`src/rtl/dfe_pkg.sv`:
```
package dfe_pkg;

  typedef enum logic [1:0] {
    OP_ADD  = 2'd0,
    OP_SUB  = 2'd1,
    OP_MUL  = 2'd2,
    OP_PASS = 2'd3
  } dfe_op_e;

endpackage

```
`src/rtl/dfe_rr_arb.sv`:
```
module dfe_rr_arb #(
  parameter int N = 8,
  localparam int IW = (N > 1) ? $clog2(N) : 1
) (
  input  logic          clk,
  input  logic          rst_n,
  input  logic [N-1:0]  req,
  input  logic          en,
  output logic [N-1:0]  gnt,
  output logic [IW-1:0] gnt_idx,
  output logic          any
);

  logic [IW-1:0] last_q;

  // Search begins one past the last winner and wraps around.
  always_comb begin
    gnt     = '0;
    gnt_idx = '0;
    any     = 1'b0;
    for (int k = 0; k < N; k++) begin
      automatic int c = (int'(last_q) + 1 + k) % N;
      if (en && !any && req[c]) begin
        any     = 1'b1;
        gnt[c]  = 1'b1;
        gnt_idx = IW'(c);
      end
    end
  end

  always_ff @(posedge clk) begin
    if (!rst_n)   last_q <= IW'(N - 1);
    else if (any) last_q <= gnt_idx;
  end

endmodule

```
`src/rtl/dfe_out_stage.sv`:
```
module dfe_out_stage #(
  parameter int DW = 16,
  parameter int IW = 3
) (
  input  logic          clk,
  input  logic          rst_n,
  input  logic          load,
  input  logic [DW-1:0] res,
  input  logic          d0_use,
  input  logic [IW-1:0] d0_idx,
  input  logic          d0_port,
  input  logic          d1_use,
  input  logic [IW-1:0] d1_idx,
  input  logic          d1_port,
  output logic          idle,
  output logic          out_valid,
  output logic [IW-1:0] out_idx,
  output logic          out_port,
  output logic [DW-1:0] out_data,
  input  logic          out_ready
);

  logic          pend_q;
  logic [IW-1:0] pend_idx_q;
  logic          pend_port_q;

  assign idle = !out_valid;

  always_ff @(posedge clk) begin
    if (!rst_n) begin
      out_valid   <= 1'b0;
      out_idx     <= '0;
      out_port    <= 1'b0;
      out_data    <= '0;
      pend_q      <= 1'b0;
      pend_idx_q  <= '0;
      pend_port_q <= 1'b0;
    end else if (load) begin
      out_data    <= res;
      pend_idx_q  <= d1_idx;
      pend_port_q <= d1_port;
      if (d0_use) begin
        out_valid <= 1'b1;
        out_idx   <= d0_idx;
        out_port  <= d0_port;
        pend_q    <= d1_use;
      end else if (d1_use) begin
        out_valid <= 1'b1;
        out_idx   <= d1_idx;
        out_port  <= d1_port;
        pend_q    <= 1'b0;
      end else begin
        out_valid <= 1'b0;
        pend_q    <= 1'b0;
      end
    end else if (out_valid && out_ready) begin
      if (pend_q) begin
        out_idx  <= pend_idx_q;
        out_port <= pend_port_q;
        pend_q   <= 1'b0;
      end else begin
        out_valid <= 1'b0;
      end
    end
  end

endmodule

```
`src/rtl/dfe_engine.sv`:
```
module dfe_engine
  import dfe_pkg::*;
#(
  parameter int N_NODES = 8,
  parameter int DATA_W  = 16,
  localparam int IDX_W  = (N_NODES > 1) ? $clog2(N_NODES) : 1,
  localparam int DST_W  = IDX_W + 2
) (
  input  logic              clk,
  input  logic              rst_n,
  input  logic              pl_valid,
  input  logic [IDX_W-1:0]  pl_idx,
  input  logic [1:0]        pl_op,
  input  logic [DST_W-1:0]  pl_dst0,
  input  logic [DST_W-1:0]  pl_dst1,
  input  logic              in_valid,
  output logic              in_ready,
  input  logic [IDX_W-1:0]  in_idx,
  input  logic              in_port,
  input  logic [DATA_W-1:0] in_data,
  output logic              out_valid,
  input  logic              out_ready,
  output logic [IDX_W-1:0]  out_idx,
  output logic              out_port,
  output logic [DATA_W-1:0] out_data
);

  dfe_op_e           op_q   [N_NODES];
  logic [DST_W-1:0]  dst0_q [N_NODES];
  logic [DST_W-1:0]  dst1_q [N_NODES];
  logic [DATA_W-1:0] opl_q  [N_NODES];
  logic [DATA_W-1:0] opr_q  [N_NODES];
  logic [N_NODES-1:0] pres_l, pres_r, ready_vec, gnt;

  // Named internal events used by the checker.
  logic              in_take;
  logic              fire;
  logic [IDX_W-1:0]  fire_idx;
  logic [DATA_W-1:0] fire_res;
  logic              out_idle;

  function automatic logic [DATA_W-1:0] alu_eval(dfe_op_e op,
                                                 logic [DATA_W-1:0] a,
                                                 logic [DATA_W-1:0] b);
    case (op)
      OP_ADD:  return a + b;
      OP_SUB:  return a - b;
      OP_MUL:  return a * b;
      default: return a;
    endcase
  endfunction

  // A destination blocks firing when it is used and its slot still holds a token.
  function automatic logic dst_blocked(logic [DST_W-1:0] d,
                                       logic [N_NODES-1:0] pl,
                                       logic [N_NODES-1:0] pr);
    logic [IDX_W-1:0] k;
    k = d[DST_W-2:1];
    return d[DST_W-1] && (d[0] ? pr[k] : pl[k]);
  endfunction

  assign in_ready = !pl_valid && (in_port ? !pres_r[in_idx] : !pres_l[in_idx]);
  assign in_take  = in_valid && in_ready;

  for (genvar gi = 0; gi < N_NODES; gi++) begin : g_ready
    assign ready_vec[gi] = pres_l[gi] && pres_r[gi]
                        && !dst_blocked(dst0_q[gi], pres_l, pres_r)
                        && !dst_blocked(dst1_q[gi], pres_l, pres_r);
  end

  dfe_rr_arb #(.N(N_NODES)) arb_i (
    .clk     (clk),
    .rst_n   (rst_n),
    .req     (ready_vec),
    .en      (out_idle && !pl_valid),
    .gnt     (gnt),
    .gnt_idx (fire_idx),
    .any     (fire)
  );

  assign fire_res = alu_eval(op_q[fire_idx], opl_q[fire_idx], opr_q[fire_idx]);

  dfe_out_stage #(.DW(DATA_W), .IW(IDX_W)) out_i (
    .clk       (clk),
    .rst_n     (rst_n),
    .load      (fire),
    .res       (fire_res),
    .d0_use    (dst0_q[fire_idx][DST_W-1]),
    .d0_idx    (dst0_q[fire_idx][DST_W-2:1]),
    .d0_port   (dst0_q[fire_idx][0]),
    .d1_use    (dst1_q[fire_idx][DST_W-1]),
    .d1_idx    (dst1_q[fire_idx][DST_W-2:1]),
    .d1_port   (dst1_q[fire_idx][0]),
    .idle      (out_idle),
    .out_valid (out_valid),
    .out_idx   (out_idx),
    .out_port  (out_port),
    .out_data  (out_data),
    .out_ready (out_ready)
  );

  always_ff @(posedge clk) begin
    if (!rst_n) begin
      pres_l <= '0;
      pres_r <= '0;
      for (int i = 0; i < N_NODES; i++) begin
        op_q[i]   <= OP_PASS;
        dst0_q[i] <= '0;
        dst1_q[i] <= '0;
        opl_q[i]  <= '0;
        opr_q[i]  <= '0;
      end
    end else begin
      for (int i = 0; i < N_NODES; i++) begin
        if (pl_valid && pl_idx == IDX_W'(i)) begin
          op_q[i]   <= dfe_op_e'(pl_op);
          dst0_q[i] <= pl_dst0;
          dst1_q[i] <= pl_dst1;
          pres_l[i] <= 1'b0;
          pres_r[i] <= 1'b0;
        end else begin
          if (fire && fire_idx == IDX_W'(i)) begin
            pres_l[i] <= 1'b0;
            pres_r[i] <= 1'b0;
          end
          if (in_take && in_idx == IDX_W'(i)) begin
            if (in_port) begin
              pres_r[i] <= 1'b1;
              opr_q[i]  <= in_data;
            end else begin
              pres_l[i] <= 1'b1;
              opl_q[i]  <= in_data;
            end
          end
        end
      end
    end
  end

endmodule

```
`config.mk`:
```
export PLATFORM = sky130hd
export DESIGN_NAME = dfe_engine
export DESIGN_NICKNAME = d
export VERILOG_FILES = /design/src/rtl/dfe_pkg.sv /design/src/rtl/dfe_rr_arb.sv /design/src/rtl/dfe_out_stage.sv /design/src/rtl/dfe_engine.sv
export SDC_FILE = /design/constraint.sdc
export NUM_CORES = 1
export LEC_CHECK = 0
export BUFFER_PORTS_ARGS = -buffer_cell sky130_fd_sc_hd__buf_2
export CAP_MARGIN = 25
export CORE_ASPECT_RATIO = 0.6
export CORE_UTILIZATION = 45
export DETAILED_ROUTE_END_ITERATION = 7
export GPL_ROUTABILITY_DRIVEN = 0
export PLACE_DENSITY = 0.68
export SYNTH_ARGS = -nofsm -noshare
export SYNTH_HDL_FRONTEND = slang
export SYNTH_HIERARCHICAL = 1
export SYNTH_SLANG_ARGS = --single-unit
export TNS_END_PERCENT = 50
```
`constraint.sdc`:
```
create_clock -name clk -period 11 [get_ports clk]
set_input_delay 2.2 -clock clk [delete_from_list [all_inputs] [get_ports clk]]
set_output_delay 2.2 -clock clk [all_outputs]
set_load 0.01 [all_outputs]
```
# After elaboration in Yosys (flattened, before gate mapping)
# Memory sizes are Yosys's and may differ from the RTL's.
# Index checks and enable logic that the tools add are counted.
[word_totals] mem_count=5 output_inout_bits=22 ram_bits=352 register_bits=45 input_bits=40 wordCells=596
[classes] mul=1 n_mux=323 n_bitwise=49 order_cmp=25 add_sub_neg=10 eq_ne=25 n_reduce_logical=134
[memory_table] name="opl_q" words=8 word_bits=16 rd=1 rd_ports_with_merged_regs=0 wr=8 line_no="dfe_engine.sv:31" text="logic [DATA_W-1:0] opl_q [N_NODES];"
[memory_table] name="opr_q" words=8 word_bits=16 rd=1 rd_ports_with_merged_regs=0 wr=8 line_no="dfe_engine.sv:32" text="logic [DATA_W-1:0] opr_q [N_NODES];"
[memory_table] name="dst0_q" words=8 word_bits=5 rd=9 rd_ports_with_merged_regs=0 wr=8 line_no="dfe_engine.sv:29" text="logic [DST_W-1:0] dst0_q [N_NODES];"
[memory_table] name="dst1_q" words=8 word_bits=5 rd=9 rd_ports_with_merged_regs=0 wr=8 line_no="dfe_engine.sv:30" text="logic [DST_W-1:0] dst1_q [N_NODES];"
[memory_table] name="op_q" words=8 word_bits=2 rd=1 rd_ports_with_merged_regs=0 wr=8 line_no="dfe_engine.sv:28" text="dfe_op_e op_q [N_NODES];"
[op_table] cell="$mux W16" count=16
[op_table] cell="$mux W1" count=227
[op_table] cell="$add A32 B4 Y32 const B" count=4
[op_table] cell="$bmux W1 S3" count=42
[op_table] cell="$logic_and A1 B1 Y1" count=83
[op_table] cell="$mux W5" count=16
[op_table] cell="$lt A3 B4 Y1 const B" count=17
[op_table] cell="$add A32 B3 Y32 const B" count=2
[op_table] cell="$pmux W16 S3" count=1
[op_table] cell="$lt A4 B5 Y1 const B" count=8
[op_table] cell="$or A1 B1 Y1" count=40
[op_table] cell="$mux W3" count=13
[op_table] cell="$eq A3 B3 Y1 const B" count=12
[op_table] cell="$add A32 B2 Y32 const B" count=1
[op_table] cell="$logic_not A1 Y1" count=27
[op_table] cell="$reduce_or A3 Y1" count=8
[op_table] cell="$eq A3 B2 Y1 const B" count=6
[op_table] cell="$add A16 B16 Y16" count=1
[op_table] cell="$mul A16 B16 Y16" count=1
[op_table] cell="$mux W2" count=8
[op_table] cell="$reduce_or A2 Y1" count=8
[op_table] cell="$sub A16 B16 Y16" count=1
[op_table] cell="$eq A3 B1 Y1 const B" count=3
[op_table] cell="$logic_not A3 Y1" count=3
[op_table] cell="other kinds (12)" count=19

# Logic depth before layout (Yosys ltp)
# An unclocked memory read counts as a cell.
[depth] depth_word=46 mapped_depth=47

# Modules after synthesis
# The synthesis kept the hierarchy.
[by_module_without_submodules] mod="dfe_engine" instances=1 area_per_inst_um2=22925.7 cells_each=1826 seq_area_each_um2=10890.4
[by_module_without_submodules] mod="dfe_rr_arb" instances=1 area_per_inst_um2=1341.3 cells_each=150 seq_area_each_um2=60.1
[by_module_without_submodules] mod="dfe_out_stage" instances=1 area_per_inst_um2=1097.3 cells_each=104 seq_area_each_um2=520.5

# Least setup slack after synthesis
# No wires, ideal clock.
[synth_path] kind="in2reg" startpoint="input pl_valid" endpoint="register out_i.out_data[15]" path_stages=36 arrival_time_ns=10.340 path_slack_ns=0.595 required_ns=10.935 cell_sequence="nor2b_1 clkbuf_1 and2_4 or4_4 buf_6 nor4b_4 nor4_1 a21oi_2 buf_6 buf_8 buf_6 buf_4 buf_2 buf_2 mux2i_1 nor2_1 fa_1 inv_1 fa_1 fa_1 fa_1 inv_1 fa_1 inv_1 fa_1 inv_1 ha_1 and2_1 o21a_1 a41o_1 o41a_1 xor2_1 nand2_1 a22oi_2 mux2i_1 nor2b_1"
[synth_via] elab_chain_len=35 word_cells_on_any_way=50 classes_between="add/sub (2); mul (1); eq/ne (2); mux (17); reduce/logical (25); memory (3)"
[synth_lines] element="start, declared" line_no="dfe_engine.sv:11" text="input logic pl_valid,"
[synth_lines] element="$logic_not A1 Y1 *" line_no="dfe_engine.sv:75" text=".en (out_idle && !pl_valid),"
[synth_lines] element="$logic_and A1 B1 Y1 *" line_no="dfe_engine.sv:75"
[synth_lines] element="$logic_and A1 B1 Y1" line_no="dfe_rr_arb.sv:23" text="if (en && !any && req[c]) begin"
[synth_lines] element="$mux W1" line_no="dfe_rr_arb.sv:23"
[synth_lines] element="$logic_not A1 Y1" line_no="dfe_rr_arb.sv:23"
[synth_lines] element="$logic_and A1 B1 Y1 (2 in series)" line_no="dfe_rr_arb.sv:23"
[synth_lines] element="$mux W1" line_no="dfe_rr_arb.sv:23"
[synth_lines] element="$logic_not A1 Y1" line_no="dfe_rr_arb.sv:23"
[synth_lines] element="(+19 left out)"
[synth_lines] element="$logic_not A1 Y1" line_no="dfe_rr_arb.sv:23"
[synth_lines] element="$logic_and A1 B1 Y1 (2 in series)" line_no="dfe_rr_arb.sv:23"
[synth_lines] element="$mux W3 *" line_no="dfe_rr_arb.sv:23"
[synth_lines] element="named net fire_idx[0]" line_no="dfe_engine.sv:38" text="logic [IDX_W-1:0] fire_idx;"
[synth_lines] element="$mem_v2 Z8 W16 (tied with other cells)"
[synth_lines] element="$mul A16 B16 Y16 (tied with other cells)" line_no="dfe_engine.sv:48" text="OP_MUL: return a * b;"
[synth_lines] element="$pmux W16 S3 *" line_no="dfe_engine.sv:45" text="case (op)"
[synth_lines] element="named net fire_res[15]" line_no="dfe_engine.sv:39" text="logic [DATA_W-1:0] fire_res;"
[synth_lines] element="end signal, assigned" line_no="dfe_out_stage.sv:39" text="out_data <= res;"
[synth_lines] element="end, declared" line_no="dfe_out_stage.sv:19" text="output logic [DW-1:0] out_data,"
# Mark *: on every way through the listed nets, which the timed path passes. The rest lies on a longest branch.
# A chain may end at the register's enable or synchronous reset.

# Worst setup path after layout
[layout_path] startpoint="register pres_l[2]" endpoint="register out_i.out_data[15]"
[layout_via] elab_chain_len=43 word_cells_on_any_way=169 classes_between="add/sub (2); mul (1); eq/ne (2); mux (89); reduce/logical (72); memory (3)"
[layout_lines] element="start, declared" line_no="dfe_engine.sv:33" text="logic [N_NODES-1:0] pres_l, pres_r, ready_vec, gnt;"
[layout_lines] element="start signal, assigned" line_no="dfe_engine.sv:104" text="pres_l <= '0;"
[layout_lines] element="start signal, assigned by index" line_no="dfe_engine.sv:119" text="pres_l[i] <= 1'b0;"
[layout_lines] element="start signal, assigned by index" line_no="dfe_engine.sv:123" text="pres_l[i] <= 1'b0;"
[layout_lines] element="$bmux W1 S3" line_no="dfe_engine.sv:59" text="return d[DST_W-1] && (d[0] ? pr[k] : pl[k]);"
[layout_lines] element="$mux W1 (implied by the code)" line_no="dfe_engine.sv:59"
[layout_lines] element="$mux W1" line_no="dfe_engine.sv:59"
[layout_lines] element="$logic_and A1 B1 Y1" line_no="dfe_engine.sv:59"
[layout_lines] element="$logic_not A1 Y1" line_no="dfe_engine.sv:67" text="&& !dst_blocked(dst0_q[gi], pres_l, pres_r)"
[layout_lines] element="$logic_and A1 B1 Y1" line_no="dfe_engine.sv:67"
[layout_lines] element="$logic_and A1 B1 Y1 *" line_no="dfe_engine.sv:68" text="&& !dst_blocked(dst1_q[gi], pres_l, pres_r);"
[layout_lines] element="named net ready_vec[5]" line_no="dfe_engine.sv:33"
[layout_lines] element="(+29 left out)"
[layout_lines] element="$logic_not A1 Y1" line_no="dfe_rr_arb.sv:23"
[layout_lines] element="$logic_and A1 B1 Y1 (2 in series)" line_no="dfe_rr_arb.sv:23"
[layout_lines] element="$mux W3 *" line_no="dfe_rr_arb.sv:23"
[layout_lines] element="named net fire_idx[1]" line_no="dfe_engine.sv:38"
[layout_lines] element="$mem_v2 Z8 W16 (tied with other cells)"
[layout_lines] element="$mul A16 B16 Y16 (tied with other cells)" line_no="dfe_engine.sv:48"
[layout_lines] element="$pmux W16 S3 *" line_no="dfe_engine.sv:45"
[layout_lines] element="named net fire_res[15]" line_no="dfe_engine.sv:39"
# Mark *: on every way through the listed nets, which the timed path passes. The rest lies on a longest branch. The select of a mux whose other input is x is not followed.

==> flow_summary.ini <==
[timing]
holdWs_ns = 0.477
fin_skew_ns = 0.0230
fmax_mhz = 94.0
period_share_pct = 96.8
tns_ns = 0
slew_viol_final = 0
finalSetupViolations = 0
hold_violations = 0
fin_crit_ns = 10.64
maxSlewHeadroom_pct = 30.1
rsz0062_at_grt = false
worst_slew_pin_slew_ns = 1.05

[synthesis]
yosysWarnings = 6
netlist_area_um2 = 25100
avgSynthCellArea_um2 = 12.3
postSynthCellCount = 2044
synth_nets = 2235

[die]
dieHeight_um = 185
core_area_um2 = 54600
fp-row-count = 66
die-area_um2 = 56700
initial_core_util_pct = 45.9
die_w_um = 307
boundaryPins = 62

[critical_path]
r2r_cells = 38
rrSetupSlack_ns = 0.36
cp.arrival_ns = 11.15
cpPeakStageDelay_ns = 0.59
critPathKind = flip-flop to flip-flop
endpoint_kind = flip-flop
required_ns = 11.50
critPathSlowestCell = or4_4
r2r_start = pres_l[2]$_SDFF_PP0_
cpMostUsedCell = fa_1
r2r-end = out_i/out_data[15]$_SDFFE_PN0P_
cp_max_fo = 14
start_kind = flip-flop

[clock_tree]
cts_hold_buffers = 0
cts_made_buffers = 38
cts_tree = done
cts_sinks = 397
cts_max_path_buffers = 3
cts.clk_slew.worst_paths_ns = 0.07
cts_max_level = 2
cts_root_buf = clkbuf_16
clk_latency_ns = 0.58

[grt]
grt_pass1_vias = 17922
grt_first_pass_wirelength_um = 113000
antenna_found_initial = 1
grt.total_usage_pct = 27.1
grt_overflow = 0
grt_max_degree = 47

[worst_hold_path]
hold_path_end = out_i/out_idx[2]$_SDFFE_PN0P_
hp-class = flip-flop to flip-flop
hold_depth = 2
min-delay-start = out_i/out_idx[2]$_SDFFE_PN0P_

[cells_and_area]
finalInstanceArea_um2 = 28300
antenna_cells = 0
syn2layout_area_growth_pct = 12.9
nNetsFinal = 2360
fin_cells = 2946
drive_above_1_share_pct = 24.4

[routing]
avgRoutedWirePerCell_um = 25.9
firstDrtPassIters = 5
drt_iter0_drc = 2415
num_vias = 17914
drt-vias-per-instance = 6.08
drc = 0
drt-total-wl_um = 76400
ant_nets = 0

[placed_design]
dp_cells = 2858
placed_cell_area_um2 = 26700
dp.final_hpwl_um = 55100
portBuffers = 61

[power_and_ir_drop]
power_density_nw_per_um2 = 170
peakVddDrop_uv = 214
p_total_w = 0.00482
leakagePower_nw = 10.7

[outcome]
outcome = completed

[flow_run]
maxCapViolations = 0
flip-flops by register name, indices dropped and copies added, names as in the netlist:
| name | cells |
|---|---|
| dst0_q | 40 |
| opl_q | 128 |
| out_i/out_idx | 3 |
| opr_q | 128 |
| out_i/pend_port_q | 1 |
| pres_l | 8 |
| out_i/out_data | 16 |
| op_q | 16 |
| arb_i/last_q | 3 |
| out_i/out_valid | 1 |
| out_i/pend_idx_q | 3 |
| pres_r | 8 |
| out_i/pend_q | 1 |
| dst1_q | 40 |
| out_i/out_port | 1 |
critical path: cells and delay by family (launching register included):
kind	cells	cell delay, ns
adders and majority gates	7	3.27
muxes	7	2.36
and+or+nand+nor	8	1.66
buffers and inverters	9	1.34
AOI/OAI and AO/OA	6	1.32
DFF	1	0.43
xor gates and xnor gates	1	0.16
placed cells by master, fill, tap and decap left out, types with 19 or more instances in the layout:
master,instances
a21oi_1,55
and2_1,25
buf_2,61
buf_4,131
clkbuf_16,38
dfxtp_1,32
edfxtp_1,352
fa_1,80
ha_1,70
inv_1,168
mux2_2,36
mux2i_1,51
mux4_2,160
nand2_1,156
nand3_1,22
nor2_1,349
nor2b_1,44
o21ai_0,33
xnor2_1,36
xor2_1,19
per-stage QoR:
step	util, %	setup WS (ns)
final	51.9	0.356
after floorplan	-	0.668
after detailed placement	49.0	-0.172
after CTS	51.2	0.00184
after global routing	51.9	0.0130
after global placement	48.9	0.0855
where the power goes:
group | internal (W) | total (W) | leakage, nW | switching [W]
sequential | 0.00173 | 0.00178 | 3.75 | 0.0000530
combinational | 0.000763 | 0.00172 | 6.31 | 0.000956
clock | 0.000714 | 0.00132 | 0.595 | 0.000605
area by class of cell:
type,instances,area (um^2)
Fill cell,4656,26300
Multi-Input combinational cell,1344,12400
Sequential cell,397,11500
Timing Repair Buffer,209,1600
Clock buffer,48,1020
Tap cell,748,936
Inverter,179,672
Clock inverter,21,194
layer usage:
metal,GRT usage (%),vias up,wire length [um]
met1,40.5,9013,32000
met4,4.80,2,1110
met2,37.3,1228,31300
met5,0,-,11
li1,-,7563,-
met3,10.5,108,12000
timing repair:
| item | in CTS | in global routing |
|---|---|---|
| setup endpoints to repair | 3 | 6 |
| gates cloned | 0 | 0 |
| setup buffers | 0 | 14 |
| gates resized for setup | 3 | 29 |
| pin swaps | 0 | 5 |
how the worst max path moves through the flow:
stage / startpoint / to
global route: dst0_q[2][1]$_SDFFCE_PN0P_ / out_i/out_data[14]$_SDFFE_PN0P_
CTS: pres_l[3]$_SDFF_PP0_ / out_i/out_data[15]$_SDFFE_PN0P_
finish: pres_l[2]$_SDFF_PP0_ / out_i/out_data[15]$_SDFFE_PN0P_
floorplan: pl_valid / out_i/out_data[15]$_SDFFE_PN0P_
detailed placement: pl_valid / out_i/out_data[15]$_SDFFE_PN0P_
global placement: dst1_q[3][1]$_SDFFCE_PN0P_ / out_i/out_data[15]$_SDFFE_PN0P_
(Power assumes the default switching activity.)
